### src/rtl/spim_pkg.sv
package spim_pkg;
  localparam logic [5:0] A_CFG  = 6'h00;
  localparam logic [5:0] A_IEN  = 6'h04;
  localparam logic [5:0] A_STAT = 6'h08;
  localparam logic [5:0] A_PEEK = 6'h0C;
  localparam logic [5:0] A_DATA = 6'h20;
  localparam logic [5:0] A_HOLD = 6'h30;

  localparam int unsigned MAX_BITS = 24;
  localparam int unsigned DIV_W    = 12;
  localparam int unsigned B_CLR    = 9;

  typedef enum logic [1:0] {ST_IDLE, ST_BITS, ST_GAP} eng_st_t;

  typedef struct packed {
    logic [DIV_W-1:0] div;
    logic [2:0]       csel;
    logic             varw;
    logic             en;
    logic             in_rise;
    logic             out_rise;
    logic             cpol;
    logic             msb_out;
    logic [5:0]       flen;
  } cfg_t;
endpackage

### src/rtl/spim_fifo.sv
module spim_fifo #(
  parameter int W     = 8,
  parameter int DEPTH = 4
) (
  input  logic                       clk,
  input  logic                       rst,
  input  logic                       clr,
  input  logic                       push,
  input  logic [W-1:0]               din,
  input  logic                       pop,
  output logic [W-1:0]               dout,
  output logic [$clog2(DEPTH+1)-1:0] level,
  output logic                       full,
  output logic                       empty
);
  localparam int PW = (DEPTH > 1) ? $clog2(DEPTH) : 1;
  localparam int LW = $clog2(DEPTH+1);

  logic [W-1:0]  mem [DEPTH];
  logic [PW-1:0] wp, rp;
  logic [LW-1:0] cnt;
  logic          do_push, do_pop;

  assign full    = (cnt == LW'(DEPTH));
  assign empty   = (cnt == '0);
  assign do_push = push && !full;
  assign do_pop  = pop && !empty;
  assign dout    = mem[rp];
  assign level   = cnt;

  always_ff @(posedge clk) begin
    if (do_push && !clr) mem[wp] <= din;
  end

  always_ff @(posedge clk) begin
    if (rst || clr) begin
      wp  <= '0;
      rp  <= '0;
      cnt <= '0;
    end else begin
      if (do_push) wp <= (wp == PW'(DEPTH-1)) ? '0 : wp + 1'b1;
      if (do_pop)  rp <= (rp == PW'(DEPTH-1)) ? '0 : rp + 1'b1;
      if (do_push && !do_pop)      cnt <= cnt + 1'b1;
      else if (do_pop && !do_push) cnt <= cnt - 1'b1;
    end
  end

  assert_drop_when_full_R10: assert property (@(posedge clk) disable iff (rst)
    (push && full && !pop && !clr) |=> (level == $past(level)));
endmodule

### src/rtl/spim_engine.sv
module spim_engine
  import spim_pkg::*;
(
  input  logic             clk,
  input  logic             rst,
  input  logic             clr,
  input  logic [DIV_W-1:0] div,
  input  logic             varw,
  input  logic [5:0]       flen,
  input  logic             en,
  input  logic             in_rise,
  input  logic             out_rise,
  input  logic             cpol,
  input  logic             msb_out,
  input  logic             msb_in,
  input  logic             ent_valid,
  input  logic [31:0]      ent_word,
  input  logic             ent_hold,
  output logic             ent_pop,
  input  logic             miso,
  output logic             rx_push,
  output logic [MAX_BITS-1:0] rx_word,
  output logic             sck,
  output logic             mosi,
  output logic             cs_act,
  output logic             busy,
  output logic [5:0]       bit_cnt
);
  eng_st_t              st;
  logic [DIV_W-1:0]     dcnt;
  logic                 half, hold_q, sck_q, mosi_q, cs_q;
  logic [4:0]           k, n, len_eff;
  logic [1:0]           gcnt;
  logic [MAX_BITS-1:0]  w, rsh, cap, rx_nxt;
  logic [7:0]           len_raw;
  logic                 tick, mid_rise, launch_mid, sample_mid, sample_now;

  function automatic logic pick(input logic [MAX_BITS-1:0] v, input logic [4:0] i,
                                input logic msbf);
    return msbf ? v[5'(MAX_BITS-1) - i] : v[i];
  endfunction

  assign tick       = (dcnt == div);
  assign mid_rise   = ~cpol;
  assign launch_mid = (out_rise == mid_rise);
  assign sample_mid = (in_rise == mid_rise);
  assign len_raw    = varw ? ent_word[31:24] : {2'b00, flen};

  always_comb begin
    if (len_raw == 8'd0)                 len_eff = 5'd1;
    else if (len_raw > 8'(MAX_BITS))     len_eff = 5'(MAX_BITS);
    else                                 len_eff = len_raw[4:0];
  end

  assign sample_now = (st == ST_BITS) && tick && (half ? !sample_mid : sample_mid);
  assign cap     = msb_in ? {rsh[MAX_BITS-2:0], miso} : (rsh | (MAX_BITS'(miso) << k));
  assign rx_nxt  = sample_now ? cap : rsh;
  assign rx_push = (st == ST_BITS) && tick && half && (k == n - 5'd1) && !clr;
  assign rx_word = rx_nxt;
  assign ent_pop = (st == ST_IDLE) && en && ent_valid && !clr;
  assign busy    = (st != ST_IDLE);
  assign bit_cnt = busy ? {1'b0, k} : 6'd0;
  assign sck     = sck_q;
  assign mosi    = mosi_q;
  assign cs_act  = cs_q;

  always_ff @(posedge clk) begin
    if (rst) begin
      st <= ST_IDLE; dcnt <= '0; half <= 1'b0; k <= '0; n <= 5'd1;
      w <= '0; rsh <= '0; hold_q <= 1'b0; gcnt <= '0; cs_q <= 1'b0;
      sck_q <= 1'b0; mosi_q <= 1'b0;
    end else if (clr) begin
      st <= ST_IDLE; dcnt <= '0; half <= 1'b0; k <= '0; gcnt <= '0;
      cs_q <= 1'b0; sck_q <= cpol; mosi_q <= 1'b0;
    end else begin
      unique case (st)
        ST_IDLE: begin
          sck_q <= cpol;
          dcnt  <= '0;
          if (ent_pop) begin
            st     <= ST_BITS;
            w      <= ent_word[MAX_BITS-1:0];
            n      <= len_eff;
            hold_q <= ent_hold;
            k      <= '0;
            half   <= 1'b0;
            rsh    <= '0;
            cs_q   <= 1'b1;
            mosi_q <= pick(ent_word[MAX_BITS-1:0], 5'd0, msb_out);
          end
        end
        ST_BITS: begin
          dcnt <= tick ? '0 : dcnt + 1'b1;
          rsh  <= rx_nxt;
          if (tick) begin
            if (!half) begin
              half  <= 1'b1;
              sck_q <= ~cpol;
              if (launch_mid) mosi_q <= pick(w, k, msb_out);
            end else begin
              half  <= 1'b0;
              sck_q <= cpol;
              if (k == n - 5'd1) begin
                st   <= ST_GAP;
                gcnt <= '0;
                k    <= n;
              end else begin
                k <= k + 5'd1;
                if (!launch_mid) mosi_q <= pick(w, k + 5'd1, msb_out);
              end
            end
          end
        end
        ST_GAP: begin
          sck_q <= cpol;
          dcnt  <= tick ? '0 : dcnt + 1'b1;
          if (tick) begin
            gcnt <= gcnt + 2'd1;
            if (gcnt == 2'd1 && !hold_q) cs_q <= 1'b0;
            if (gcnt == 2'd3) st <= ST_IDLE;
          end
        end
        default: st <= ST_IDLE;
      endcase
    end
  end

  assert_cs_in_bits_R7: assert property (@(posedge clk) disable iff (rst)
    (st == ST_BITS) |-> cs_q);
  assert_sck_rest_R2: assert property (@(posedge clk) disable iff (rst || clr)
    (st != ST_BITS) |=> (sck_q == $past(cpol)));
  assert_gap_follows_R8: assert property (@(posedge clk) disable iff (rst || clr)
    rx_push |=> (st == ST_GAP));
  assert_count_bound_R3: assert property (@(posedge clk) disable iff (rst)
    (st == ST_BITS) |-> (k < n));
endmodule

### src/rtl/spim_top.sv
module spim_top
  import spim_pkg::*;
#(
  parameter int FIFO_DEPTH = 4
) (
  input  logic        clk,
  input  logic        rst,
  input  logic        bus_sel,
  input  logic        bus_wr,
  input  logic [5:0]  bus_addr,
  input  logic [31:0] bus_wdata,
  output logic [31:0] bus_rdata,
  output logic        sck,
  output logic        mosi,
  input  logic        miso,
  output logic [2:0]  cs_n,
  output logic        irq
);
  localparam int LW = $clog2(FIFO_DEPTH+1);

  cfg_t  cfg;
  logic  ie_txe, ie_idle, msb_in;
  logic  wr, rd, clr;
  logic  tx_push, tx_pop, tx_full, tx_empty, tx_hold;
  logic  [31:0] tx_word;
  logic  [LW-1:0] tx_lvl, rx_lvl;
  logic  rx_push, rx_pop, rx_full, rx_empty;
  logic  [MAX_BITS-1:0] rx_in, rx_head;
  logic  cs_act, busy;
  logic  [5:0] bit_cnt;
  logic  [31:0] stat_w, cfg_w, ien_w;

  assign wr      = bus_sel && bus_wr;
  assign rd      = bus_sel && !bus_wr;
  assign clr     = wr && (bus_addr == A_CFG) && bus_wdata[B_CLR];
  assign tx_push = wr && ((bus_addr == A_DATA) || (bus_addr == A_HOLD));
  assign rx_pop  = rd && (bus_addr == A_DATA);

  always_ff @(posedge clk) begin
    if (rst) begin
      cfg <= '0; ie_txe <= 1'b0; ie_idle <= 1'b0; msb_in <= 1'b0;
    end else if (wr && bus_addr == A_CFG) begin
      cfg.div      <= bus_wdata[31:20];
      cfg.csel     <= bus_wdata[19:17];
      cfg.varw     <= bus_wdata[14];
      cfg.en       <= bus_wdata[11];
      cfg.in_rise  <= bus_wdata[10];
      cfg.out_rise <= bus_wdata[8];
      cfg.cpol     <= bus_wdata[7];
      cfg.msb_out  <= bus_wdata[6];
      cfg.flen     <= bus_wdata[5:0];
    end else if (wr && bus_addr == A_IEN) begin
      ie_txe  <= bus_wdata[7];
      ie_idle <= bus_wdata[6];
      msb_in  <= bus_wdata[1];
    end
  end

  spim_fifo #(.W(33), .DEPTH(FIFO_DEPTH)) u_txq (
    .clk(clk), .rst(rst), .clr(clr), .push(tx_push),
    .din({bus_addr == A_HOLD, bus_wdata}), .pop(tx_pop),
    .dout({tx_hold, tx_word}), .level(tx_lvl), .full(tx_full), .empty(tx_empty));

  spim_fifo #(.W(MAX_BITS), .DEPTH(FIFO_DEPTH)) u_rxq (
    .clk(clk), .rst(rst), .clr(clr), .push(rx_push), .din(rx_in), .pop(rx_pop),
    .dout(rx_head), .level(rx_lvl), .full(rx_full), .empty(rx_empty));

  spim_engine u_eng (
    .clk(clk), .rst(rst), .clr(clr), .div(cfg.div), .varw(cfg.varw), .flen(cfg.flen),
    .en(cfg.en), .in_rise(cfg.in_rise), .out_rise(cfg.out_rise), .cpol(cfg.cpol),
    .msb_out(cfg.msb_out), .msb_in(msb_in), .ent_valid(!tx_empty), .ent_word(tx_word),
    .ent_hold(tx_hold), .ent_pop(tx_pop), .miso(miso), .rx_push(rx_push),
    .rx_word(rx_in), .sck(sck), .mosi(mosi), .cs_act(cs_act), .busy(busy),
    .bit_cnt(bit_cnt));

  assign cs_n   = ~({3{cs_act}} & cfg.csel);
  assign stat_w = {8'(tx_lvl), 8'(rx_lvl), 5'b0, tx_full, tx_empty, rx_full, rx_empty,
                   busy, bit_cnt};
  assign cfg_w  = {cfg.div, cfg.csel, 2'b0, cfg.varw, 2'b0, cfg.en, cfg.in_rise, 1'b0,
                   cfg.out_rise, cfg.cpol, cfg.msb_out, cfg.flen};
  assign ien_w  = {24'b0, ie_txe, ie_idle, 4'b0, msb_in, 1'b0};

  always_ff @(posedge clk) begin
    if (rst) begin
      bus_rdata <= '0;
      irq       <= 1'b0;
    end else begin
      irq <= (ie_txe && tx_empty) || (ie_idle && !busy);
      if (rd) begin
        unique case (bus_addr)
          A_CFG:   bus_rdata <= cfg_w;
          A_IEN:   bus_rdata <= ien_w;
          A_STAT:  bus_rdata <= stat_w;
          A_PEEK:  bus_rdata <= rx_empty ? 32'd0 : 32'(rx_head);
          A_DATA:  bus_rdata <= rx_empty ? 32'd0 : 32'(rx_head);
          default: bus_rdata <= 32'd0;
        endcase
      end
    end
  end

  assert_empty_read_zero_R5: assert property (@(posedge clk) disable iff (rst)
    (rx_pop && rx_empty) |=> (bus_rdata == 32'd0));
  assert_clear_releases_R11: assert property (@(posedge clk) disable iff (rst)
    clr |=> (cs_n == 3'b111 && !busy));
endmodule

### config.mk
export PLATFORM = sky130hd
export DESIGN_NAME = spim_top
export DESIGN_NICKNAME = d
export VERILOG_FILES = /design/src/rtl/spim_pkg.sv /design/src/rtl/spim_fifo.sv /design/src/rtl/spim_engine.sv /design/src/rtl/spim_top.sv
export SDC_FILE = /design/constraint.sdc
export NUM_CORES = 1
export LEC_CHECK = 0
export ABC_AREA = 1
export BUFFER_PORTS_ARGS = -buffer_cell sky130_fd_sc_hd__buf_2
export CAP_MARGIN = 20
export CORE_MARGIN = 3
export CORE_UTILIZATION = 56
export CTS_CLUSTER_SIZE = 25
export DETAILED_ROUTE_END_ITERATION = 7
export HOLD_SLACK_MARGIN = 0.15
export PLACE_DENSITY_LB_ADDON = 0.1
export SLEW_MARGIN = 30
export SYNTH_ARGS = -nofsm -noshare
export SYNTH_HDL_FRONTEND = slang
export SYNTH_HIERARCHICAL = 1
export SYNTH_SLANG_ARGS = --single-unit
export TNS_END_PERCENT = 1
### constraint.sdc
create_clock -name clk -period 3.53 [get_ports clk]
set_input_delay 0.5295 -clock clk [delete_from_list [all_inputs] [get_ports clk]]
set_output_delay 0.5295 -clock clk [all_outputs]
set_load 0.01 [all_outputs]
==> metrics.csv, run 1 <==
metric;value;unit
Post-Syn Area per Cell;8.97;um^2
post-place setup slack;663;ps
Rel. slew slack;47.5;%
Final Hold Viols;0;
CP Class;reg2reg;
row cnt;65;
Leak Pwr;7.35;nW
gr ovfl total;0;
placed inst area;0.0190;mm^2
IO Port Bufs;80;
Seq cells post-synth;388;
Starting Density;57.4;%
slowest stage delay, CP;590;ps
Slew @ Worst Pin;787;ps
most common cell after layout, fill and taps aside;nand2_1;
Sink Count;388;
die area;0.0350;mm^2
Die Span Y;187;um
Slew Limit Fails;0;
DR WL met3;3270;um
WP data arrival;3380;ps
Core Util, Final;63.4;%
post-detailed-route DRC marker count;0;
Post-Syn Area;0.0184;mm^2
Peak VDD IR;0.342;mV
Tot Pwr;9.63;mW
Cells after Synth;2047;
clk buf depth;3;
most frequent cells in the layout;nand2_1, nor2_1, edfxtp_1;
CTS tree;built;
async set-reset flop share out of synthesis;0;%
DRT iter0 DRCs;1511;
endpoints failing setup;0;
EDFF count, synth;228;
Post-CTS Repair Setup Buffers;0;
critical path peak fanout;13;
CTS root buffer;clkbuf_16;
Total GRT Usage;27.1;%
post-CTS resize count;0;
First-pass DRT Iterations;5;
WL/cell;18.8;um
wire length on met1;22100;um
ys flop type;edfxtp_1;
Final min period;2950;ps
final worst slack;580;ps
Cell Pwr Density;475;mW/mm^2
Final Wtd Congestion;0.891;
Clock Latency Late Sink;530;ps
Antenna Cells;0;
HP Class;in2reg;
clk slew on worst S/H paths;60;ps
num ports;81;
met2 WL;21700;um
Post-DP HPWL;32200;um
total detailed-routing wirelength;48100;um
setup TNS;0;ps
Post-Syn Nets;2114;
# hold bufs at CTS;0;
status;finished, final reports clean;
layout cells sized above 1;15.9;%
layout net count;2166;
Fill cells;2723;
vias in the first global route;13694;
minimum hold slack;208;ps
die width;187;um
Highest Signal Layer;met4;
routed vias;14504;
placed cell count;2491;
Req. time, crit path;3960;ps
area occupied by multi-input gates;0.00714;mm^2
Worst Setup End Kind;flop;
worst-path cell chain;inv_1 > nand2_1 > nand2_1 > nand2_1 > nand2_1 > nor2_2 > nand3_1 > nor3_1 > nand2_1 > inv_1 > ha_1 > inv_1 > fa_1 > inv_1 > nand2_1 > nand3_1 > nand2_1 > inv_1 > nor2_1;
CTS H-tree depth;2;
area grow syn2layout;10.4;%
Final ANT Viol Nets;0;
initial antenna violation count;0;
distinct cell type count after synthesis;53;
CTS buffer count;41;
routed vias/inst;5.65;
first-pass GRT wire length;75700;um
largest net degree at the start of global routing;49;
register area;0.0101;mm^2
slowest stage cell, crit path;dfxtp_1;
most used cell along the critical path;nand2_1;
register area share after synthesis;54.7;%
CORE AREA;0.0320;mm^2
max-capacitance violation count;0;
Worst Skew;11.2;ps
crit share post-route;83.6;%
Ys Warns;6;
fmax;0.339;GHz
Worst setup SP type;flop;
Post-Layout Cell Count;2565;
RSZ-0062 raised after global routing;false;
post-route cell area;0.0203;mm^2
kinds of logic (layout without fill, tap and decap cells):
| group | count (synthesis) | after routing | synth area share [%] |
|---|---|---|---|
| xor+xnor | 18 | 18 | 1.00 |
| other cells | 1 | 1 | 0.0204 |
| simple gates | 986 | 986 | 23.6 |
| mux | 2 | 2 | 0.116 |
| compound gates | 379 | 379 | 12.2 |
| fa+ha+maj | 24 | 24 | 1.72 |
| buf+inv | 249 | 332 | 6.60 |
| flops | 388 | 388 | 54.7 |
power breakdown:
| group | internal, mW | switching [mW] | total [mW] | leakage [nW] |
|---|---|---|---|---|
| combinational | 0.187 | 0.450 | 0.638 | 3.56 |
| sequential | 4.81 | 0.0476 | 4.86 | 3.16 |
| clock | 2.38 | 1.75 | 4.14 | 0.631 |
| total | 7.38 | 2.25 | 9.63 | 7.35 |
flip-flops by register name, indices dropped and copies added, names as in the netlist, 3 cells and up, named ones only:
signal and count:
cfg 27, u_eng/n 5, bus_rdata 32, u_eng/dcnt 12, u_rxq/level 3, u_eng/rsh 24
u_rxq/mem 96, u_eng/w 24, u_txq/level 3, u_txq/mem 132, u_eng/k 5
layout make-up:
cell class	instances	area share (%)
Clock buffer	52	5.47
Clock inverter	22	0.901
Inverter	143	2.65
Multi-Input combinational cell	1410	35.2
Sequential cell	388	49.6
Tap cell	435	2.68
Timing Repair Buffer	115	3.52
layer usage:
metal / global-route usage, % / vias to the layer above
met5: 0 / -
met3: 3.64 / 86
met4: 7.27 / 0
met2: 42.4 / 522
li1: - / 6987
met1: 39.9 / 6909
path summary, 6_finish.rpt:
kind,start,end,slack [ps],depth (start not counted)
worst max-delay path,u_eng/k[4]$_SDFFE_PP0P_,u_rxq/level[2]$_SDFFE_PP0P_,580,19
worst min-delay path,bus_wdata[15],u_txq/mem[3][15]$_DFFE_PP_,210,1
worst max register to register,u_eng/k[4]$_SDFFE_PP0P_,u_rxq/level[2]$_SDFFE_PP0P_,580,19
worst min register to register,bus_rdata[9]$_SDFFE_PP0P_,bus_rdata[9]$_SDFFE_PP0P_,460,2
critical path, delay by kind of cell (launching register included):
family                     cells  cell delay [ps]
adders and majority gates      2              550
buffers and inverters          5              480
DFF                            1              590
and+or+nand+nor               12             1210
synthesized netlist by cell type, types with 8 or more instances:
| cell | instances | share of area, % |
|---|---|---|
| a21oi_1 | 73 | 2.0 |
| a21oi_2 | 16 | 0.76 |
| buf_2 | 36 | 0.98 |
| buf_4 | 8 | 0.33 |
| buf_6 | 22 | 1.3 |
| clkbuf_1 | 33 | 0.67 |
| dfxtp_1 | 160 | 17 |
| edfxtp_1 | 228 | 37 |
| ha_1 | 22 | 1.5 |
| inv_1 | 129 | 2.6 |
| inv_2 | 13 | 0.27 |
| nand2_1 | 397 | 8.1 |
| nand2_2 | 27 | 0.92 |
| nand3_1 | 151 | 4.1 |
| nand3_2 | 16 | 0.87 |
| nand4_1 | 8 | 0.27 |
| nor2_1 | 302 | 6.2 |
| nor2_2 | 38 | 1.3 |
| nor3_1 | 22 | 0.60 |
| o21ai_0 | 178 | 4.9 |
| o21ai_1 | 40 | 1.1 |
| o22ai_1 | 31 | 1.1 |
| o22ai_2 | 26 | 1.8 |
| xnor2_1 | 9 | 0.43 |
Note: power is estimated with default switching activity, not from simulation.
==> run 2, diff against run 1 <==
--- a/config.mk
+++ b/config.mk
@@ -5,11 +5,11 @@
 export SDC_FILE = /design/constraint.sdc
 export NUM_CORES = 1
 export LEC_CHECK = 0
-export ABC_AREA = 1
+export ABC_AREA = 0
 export BUFFER_PORTS_ARGS = -buffer_cell sky130_fd_sc_hd__buf_2
 export CAP_MARGIN = 20
 export CORE_MARGIN = 3
-export CORE_UTILIZATION = 56
+export CORE_UTILIZATION = 57
 export CTS_CLUSTER_SIZE = 25
 export DETAILED_ROUTE_END_ITERATION = 7
 export HOLD_SLACK_MARGIN = 0.15
==> constraint.sdc (replaced) <==
create_clock -name clk -period 2.89 [get_ports clk]
set_input_delay 0.4335 -clock clk [delete_from_list [all_inputs] [get_ports clk]]
set_output_delay 0.4335 -clock clk [all_outputs]
set_load 0.01 [all_outputs]
==> run 2 against run 1 <==
  * Sequential share of layout area increased by 1.0 points
  * Synthesized cell count decreased by 36%
  * Critical path type unchanged
  * Design area decreased by 1.9%
  * First-iteration DRC count decreased by 25%
  * Fmax increased by 5.2%
  * Clock power increased by 25%
  * Total power increased by 17%
  * Combinational power decreased by 61%
==> metrics.csv, run 2 <==
metric;value;unit
status;finished, final reports clean;
slowest stage delay, CP;360;ps
Synth top area share;40.4;%
hold path cells;1;
num ports;81;
Reg2Reg Setup Slack;80;ps
Starting Density;58.4;%
min-delay src;bus_wdata[5];
EDFF count, synth;228;
setup TNS;0;ps
slowest stage cell, crit path;dfxtp_4;
Buf/Inv on CP;3;
First-pass DRT Iterations;5;
Sink Count;388;
post-detailed-route DRC marker count;0;
largest area contributor in the netlist;edfxtp_1;
register area share after synthesis;59.3;%
FF-to-FF Start;u_eng/n[0]$_SDFFE_PP1P_;
Post-Syn Nets;1367;
Final ANT Viol Nets;0;
DRT iter0 DRCs;1137;
CTS buffer count;40;
fmax;0.356;GHz
clk buf depth;3;
CP delay by family, top;simple AND/OR/NAND/NOR gates;
area grow syn2layout;17.3;%
async set-reset flop share out of synthesis;0;%
Post-Syn Area;0.0170;mm^2
Req. time, crit path;3340;ps
max-capacitance violation count;0;
routed vias/inst;6.13;
Slew Limit Fails;0;
Peak VDD IR;0.558;mV
Post-DP HPWL;30400;um
most frequent cells in the layout;edfxtp_1, nand2_1, dfxtp_1;
count leader, synth;edfxtp_1;
critical path peak fanout;4;
Largest Register;u_txq/mem;
routed vias;11447;
endpoints failing setup;0;
WL/cell;23.2;um
die area;0.0319;mm^2
layout net count;1519;
Rel. slew slack;45.0;%
CP Class;reg2reg;
CTS H-tree depth;2;
biggest registers after layout;u_txq/mem (132), u_rxq/mem (96), bus_rdata (32);
WP data arrival;3260;ps
first-pass GRT wire length;66000;um
Seq cells post-synth;388;
minimum hold slack;160;ps
Worst setup SP type;flop;
HP Class;in2reg;
Worst R2R End;u_rxq/level[2]$_SDFFE_PP0P_;
Final Hold Viols;0;
CTS tree;built;
initial antenna violation count;0;
layout cells sized above 1;25.9;%
Worst Skew;26.0;ps
placed cell count;1780;
R2R cell count;15;
crit share post-route;97.1;%
Clock Latency Late Sink;540;ps
ys flop type;edfxtp_1;
IO Port Bufs;80;
top post-synthesis cells by count;edfxtp_1, nand2_1, dfxtp_1, a21oi_1, mux4_2;
Slew @ Worst Pin;824;ps
die width;178;um
gr ovfl total;0;
worst-path cell chain;inv_1 > ha_1 > nand2b_4 > o211ai_1 > a31o_2 > nand3_4 > nor3_4 > nand2_1 > inv_1 > ha_2 > inv_1 > fa_2 > xor2_1 > or3_1 > a21oi_1;
Hold EP;u_txq/mem[2][5]$_DFFE_PP_;
cells taking the most area after synthesis;edfxtp_1, dfxtp_1, mux4_2, nand2_1, a21oi_1;
Die Span Y;178;um
Final Wtd Congestion;0.944;
Final min period;2810;ps
CORE AREA;0.0290;mm^2
Antenna Cells;0;
most used cell along the critical path;inv_1;
Total GRT Usage;27.5;%
largest net degree at the start of global routing;82;
Leak Pwr;6.54;nW
most common cell after layout, fill and taps aside;edfxtp_1;
vias in the first global route;11039;
Post-Layout Cell Count;1868;
Cells after Synth;1300;
row cnt;62;
total detailed-routing wirelength;43300;um
CTS root buffer;clkbuf_16;
distinct cell type count after synthesis;86;
Largest register FFs;132;
Post-Syn Area per Cell;13.0;um^2
Ys Warns;6;
Tot Pwr;11.2;mW
clk slew on worst S/H paths;60;ps
Cell Pwr Density;565;mW/mm^2
Worst Setup End Kind;flop;
==> run 2: changes by cell type in the layout (fill, tap and decap cells not counted), sizes merged, moves of 81 or more <==
| cell | change |
|---|---|
| inv | -109 |
| mux4 | +81 |
| nand2 | -262 |
| nand3 | -139 |
| nor2 | -273 |
| o21ai | -176 |
==> run 2: metal layers <==
layer	wire length, um	track usage (%)	vias to the layer above
met5	0	0	-
met4	1950	12.1	0
met3	3130	5.04	87
met2	19800	40.8	402
met1	18400	40.1	5734
li1	-	-	5224
==> run 2: worst max path at each step <==
stage,from,to,slack [ps],depth (start not counted)
floorplan,bus_addr[4],u_txq/level[2]$_SDFFE_PP0P_,-620,14
global placement,bus_addr[4],u_txq/level[2]$_SDFFE_PP0P_,-100,13
detailed placement,bus_addr[4],u_txq/level[2]$_SDFFE_PP0P_,-160,13
CTS,u_eng/dcnt[6]$_SDFFE_PP0P_,u_rxq/level[2]$_SDFFE_PP0P_,5,13
global route,u_eng/n[0]$_SDFFE_PP1P_,u_rxq/level[2]$_SDFFE_PP0P_,-2,15
finish,u_eng/n[0]$_SDFFE_PP1P_,u_rxq/level[2]$_SDFFE_PP0P_,80,15
==> run 2: what timing repair did <==
action,CTS,global route
buffers inserted,2,2
pin swaps,4,8
gates resized for setup,7,7
gates cloned,0,0
hold buffers,10,0
setup endpoints to repair,1,1
hold endpoints to repair,40,0
==> run 2: logic make-up after synthesis <==
| group | count (synthesis) | share of synthesized area [%] |
|---|---|---|
| flip-flops | 388 | 59.3 |
| AND/OR/NAND/NOR | 367 | 10.8 |
| buffers and inverters | 111 | 3.33 |
| XOR/XNOR | 38 | 2.09 |
| AO/OA/AOI/OAI | 264 | 10.3 |
| multiplexers | 107 | 12.4 |
| other | 1 | 0.0221 |
| adder cells (fa/ha/maj) | 24 | 1.86 |
==> run 2: worst reg2reg max path: stages (launching register included) <==
cell and delay [ps]:
dfxtp_4 360, inv_1 50, ha_1 230, nand2b_4 160
o211ai_1 120, a31o_2 250, nand3_4 100, nor3_4 150
nand2_1 90, inv_1 80, ha_2 180, inv_1 50
fa_2 330, xor2_1 150, or3_1 320, a21oi_1 120
==> run 2: power by group <==
group          leakage (nW)  total [mW]  internal [mW]  switching [mW]
registers              3.15        5.83           5.82         0.00585
logic                  2.73       0.250         0.0893           0.161
clock network         0.660        5.16           3.06            2.10
total                  6.54        11.2           8.97            2.27
==> run 2: per-stage QoR <==
| stage | setup WS (ps) | utilization (%) | instance area, um^2 |
|---|---|---|---|
| floorplan | -623 | - | 17000 |
| global placement | -99.4 | 63.4 | 18400 |
| detailed placement | -161 | 63.4 | 18400 |
| CTS | 5.43 | 68.5 | 19900 |
| global route | -1.86 | 68.6 | 19900 |
| finish | 84.9 | 68.6 | 19900 |
==> run 2: area by class of cell <==
cell class                      instances  area, um^2
Clock buffer                           52        1140
Tap cell                              384         480
Timing Repair Buffer                  190        1400
Clock inverter                         22         201
Inverter                               31         116
Multi-Input combinational cell        801        6500
Fill cell                            2111        9110
Sequential cell                       388       10100
==> run 3, diff against run 2 <==
--- a/config.mk
+++ b/config.mk
@@ -13,10 +13,9 @@
 export CTS_CLUSTER_SIZE = 25
 export DETAILED_ROUTE_END_ITERATION = 7
 export HOLD_SLACK_MARGIN = 0.15
-export PLACE_DENSITY_LB_ADDON = 0.1
+export PLACE_DENSITY = 0.81
 export SLEW_MARGIN = 30
 export SYNTH_ARGS = -nofsm -noshare
 export SYNTH_HDL_FRONTEND = slang
-export SYNTH_HIERARCHICAL = 1
 export SYNTH_SLANG_ARGS = --single-unit
 export TNS_END_PERCENT = 1
==> run 3 against run 2 <==
  * Sequential share of layout area up 1.4 points
  * Synthesized cell count down 1.7%
  * Via count up 1.7%
  * Critical path type unchanged
  * Largest power group unchanged
==> metrics.csv, run 3 <==
metric;value;unit
Antenna Cells;0;
first-pass GRT wire length;66500;um
endpoints failing setup;0;
Clock Power Share;46.4;%
HP Class;in2reg;
Final Hold Viols;0;
minimum hold slack;157;ps
Fill cells;1848;
initial antenna violation count;0;
Pint;9.01;mW
register area;0.0101;mm^2
Seq pwr share;51.7;%
Core Util, Final;68.3;%
Worst setup SP type;flop;
First-pass DRT Iterations;8;
Post-Syn Area;0.0167;mm^2
Largest register FFs;132;
IO Port Bufs;80;
EDFF count, synth;228;
post-detailed-route DRC marker count;0;
fmax;0.357;GHz
worst-path cell chain;xor2_1 > nor4_4 > nand3_2 > nor4_4 > ha_2 > inv_1 > fa_1 > xor2_1 > nor2_1 > xnor2_1 > nor2_1;
max-capacitance violation count;0;
area occupied by multi-input gates;0.00622;mm^2
area grow syn2layout;16.0;%
biggest registers after layout;u_txq.mem (132), u_rxq.mem (96), bus_rdata (32);
Clock Latency Late Sink;540;ps
total detailed-routing wirelength;43000;um
critical path peak fanout;5;
largest area contributor in the netlist;edfxtp_1;
CTS tree;built;
routed vias/inst;6.43;
Largest Register;u_txq.mem;
register area share after synthesis;60.3;%
Final Wtd Congestion;0.922;
largest net degree at the start of global routing;43;
Tot Pwr;11.3;mW
Post-Layout Cell Count;1809;
num ports;81;
Peak VDD IR;0.415;mV
setup TNS;0;ps
switching share of total power;20.2;%
routed vias;11639;
Req. time, crit path;3310;ps
layout net count;1467;
CTS buffer count;39;
Post-Syn Nets;1344;
Cell Pwr Density;584;mW/mm^2
Worst Setup End Kind;flop;
cells taking the most area after synthesis;edfxtp_1, dfxtp_1, mux4_2, a21oi_1, nand2_1;
Slew @ Worst Pin;818;ps
WP data arrival;3220;ps
die width;177;um
WL/cell;23.8;um
switching power total;2.28;mW
Leak Pwr;6.34;nW
placed cell count;1723;
Slew Limit Fails;0;
Ys Warns;0;
Rel. slew slack;45.5;%
crit share post-route;96.9;%
clk slew on worst S/H paths;60;ps
CORE AREA;0.0283;mm^2
Worst Skew;33.5;ps
distinct cell type count after synthesis;73;
Synth top area share;41.1;%
row cnt;61;
largest family of logic cells by synthesized area;multiplexers;
async set-reset flop share out of synthesis;0;%
clk buf depth;3;
most common cell after layout, fill and taps aside;edfxtp_1;
CTS root buffer;clkbuf_16;
compound-cell area share of the yosys netlist;10.3;%
Post-Syn Area per Cell;13.0;um^2
Post-Synth Adder-Cell Area;1.82;%
Post-DP HPWL;27900;um
Starting Density;58.9;%
die area;0.0313;mm^2
DRT iter0 DRCs;1466;
Seq cells post-synth;388;
layout cells sized above 1;22.0;%
post-synthesis simple-gate area fraction;10.4;%
Die Span Y;177;um
Final ANT Viol Nets;0;
most frequent cells in the layout;edfxtp_1, dfxtp_1, nand2_1;
top post-synthesis cells by count;edfxtp_1, dfxtp_1, nand2_1, a21oi_1, nor2_1;
slowest stage delay, CP;440;ps
CTS H-tree depth;2;
count leader, synth;edfxtp_1;
Sink Count;388;
RSZ-0062 raised after global routing;true;
ys flop type;edfxtp_1;
Final min period;2800;ps
Cells after Synth;1278;
Total GRT Usage;27.7;%
Post-Synth XOR/XNOR Area;2.18;%
status;finished, final reports clean;
gr ovfl total;0;
vias in the first global route;11594;
combinational share of power;1.9;%
mux cell area share after synthesis;12.4;%
slowest stage cell, crit path;dfxtp_1;
CP Class;reg2reg;
Reg2Reg Setup Slack;90;ps
-- run 3: changes by cell type in the layout (fill, tap and decap cells not counted), moves of 11 or more --
cell	change
nand2_1	-26
inv_1	-11
buf_4	-27
o21ai_1	-21
nor2_1	+29
o21ai_0	-13
a21oi_1	+15
-- run 3: final timing paths --
check,from,to,depth (start not counted)
worst max-delay path,u_eng.dcnt[0]$_SDFFE_PP0P_,u_rxq.level[2]$_SDFFE_PP0P_,11
worst min register to register,bus_rdata[27]$_SDFFE_PP0P_,bus_rdata[27]$_SDFFE_PP0P_,2
worst max register to register,u_eng.dcnt[0]$_SDFFE_PP0P_,u_rxq.level[2]$_SDFFE_PP0P_,11
worst min-delay path,bus_wdata[3],u_txq.mem[0][3]$_DFFE_PP_,1
-- run 3: kinds of logic (layout without fill, tap and decap cells) --
logic type	Yosys count	in the layout
xor gates and xnor gates	40	40
muxes	111	111
adders and majority gates	23	23
AOI/OAI and AO/OA	250	250
DFF	388	388
buffers and inverters	103	256
and+or+nand+nor	363	363
-- run 3: power groups by stage --
stage | logic (mW) | registers (mW) | clock network (mW)
final | 0.218 | 5.83 | 5.24
after detailed placement | 0.194 | 5.95 | 0
after global routing | 0.231 | 5.83 | 5.49
after CTS | 0.211 | 5.83 | 5.27
after global placement | 0.188 | 5.95 | 0
after floorplan | 0.0765 | 5.96 | 0
-- run 3: critical path, delay by kind of cell (launching register included) --
family	cells	cell delay (ps)
XOR/XNOR	3	450
adder cells (fa/ha/maj)	2	630
buffers and inverters	1	60
flip-flops	1	440
AND/OR/NAND/NOR	5	1130
-- run 3: stage by stage --
stage / area, um^2 / setup slack, ps
4_1_cts: 19300 / 58.1
5_1_grt: 19300 / -9.97
3_5_place_dp: 17800 / -50.1
2_1_floorplan: 16700 / 53.7
3_3_place_gp: 17800 / 24.3
6_report: 19300 / 89.6
-- run 3: area by class of cell --
class	instances	share of cell area [%]
clock buffer	48	5.54
sequential	388	52.0
tap	378	2.44
multi-input combinational	787	32.1
inverter	21	0.407
timing repair buffer	164	6.12
clock inverter	23	1.40
-- run 3: layer usage --
layer	global-route usage, %	routed length (um)	vias to the layer above
met1	36.2	16000	5742
met2	44.2	20400	693
li1	-	-	5068
met5	0	0	-
met4	14.3	2480	0
met3	5.32	4100	136
-- run 3: what timing repair did --
action / CTS / global route
setup endpoints to repair: 0 / 5
hold buffers: 15 / 0
gates resized for setup: 0 / 5
setup buffers: 0 / 0
endpoints found under the hold margin: 59 / 0
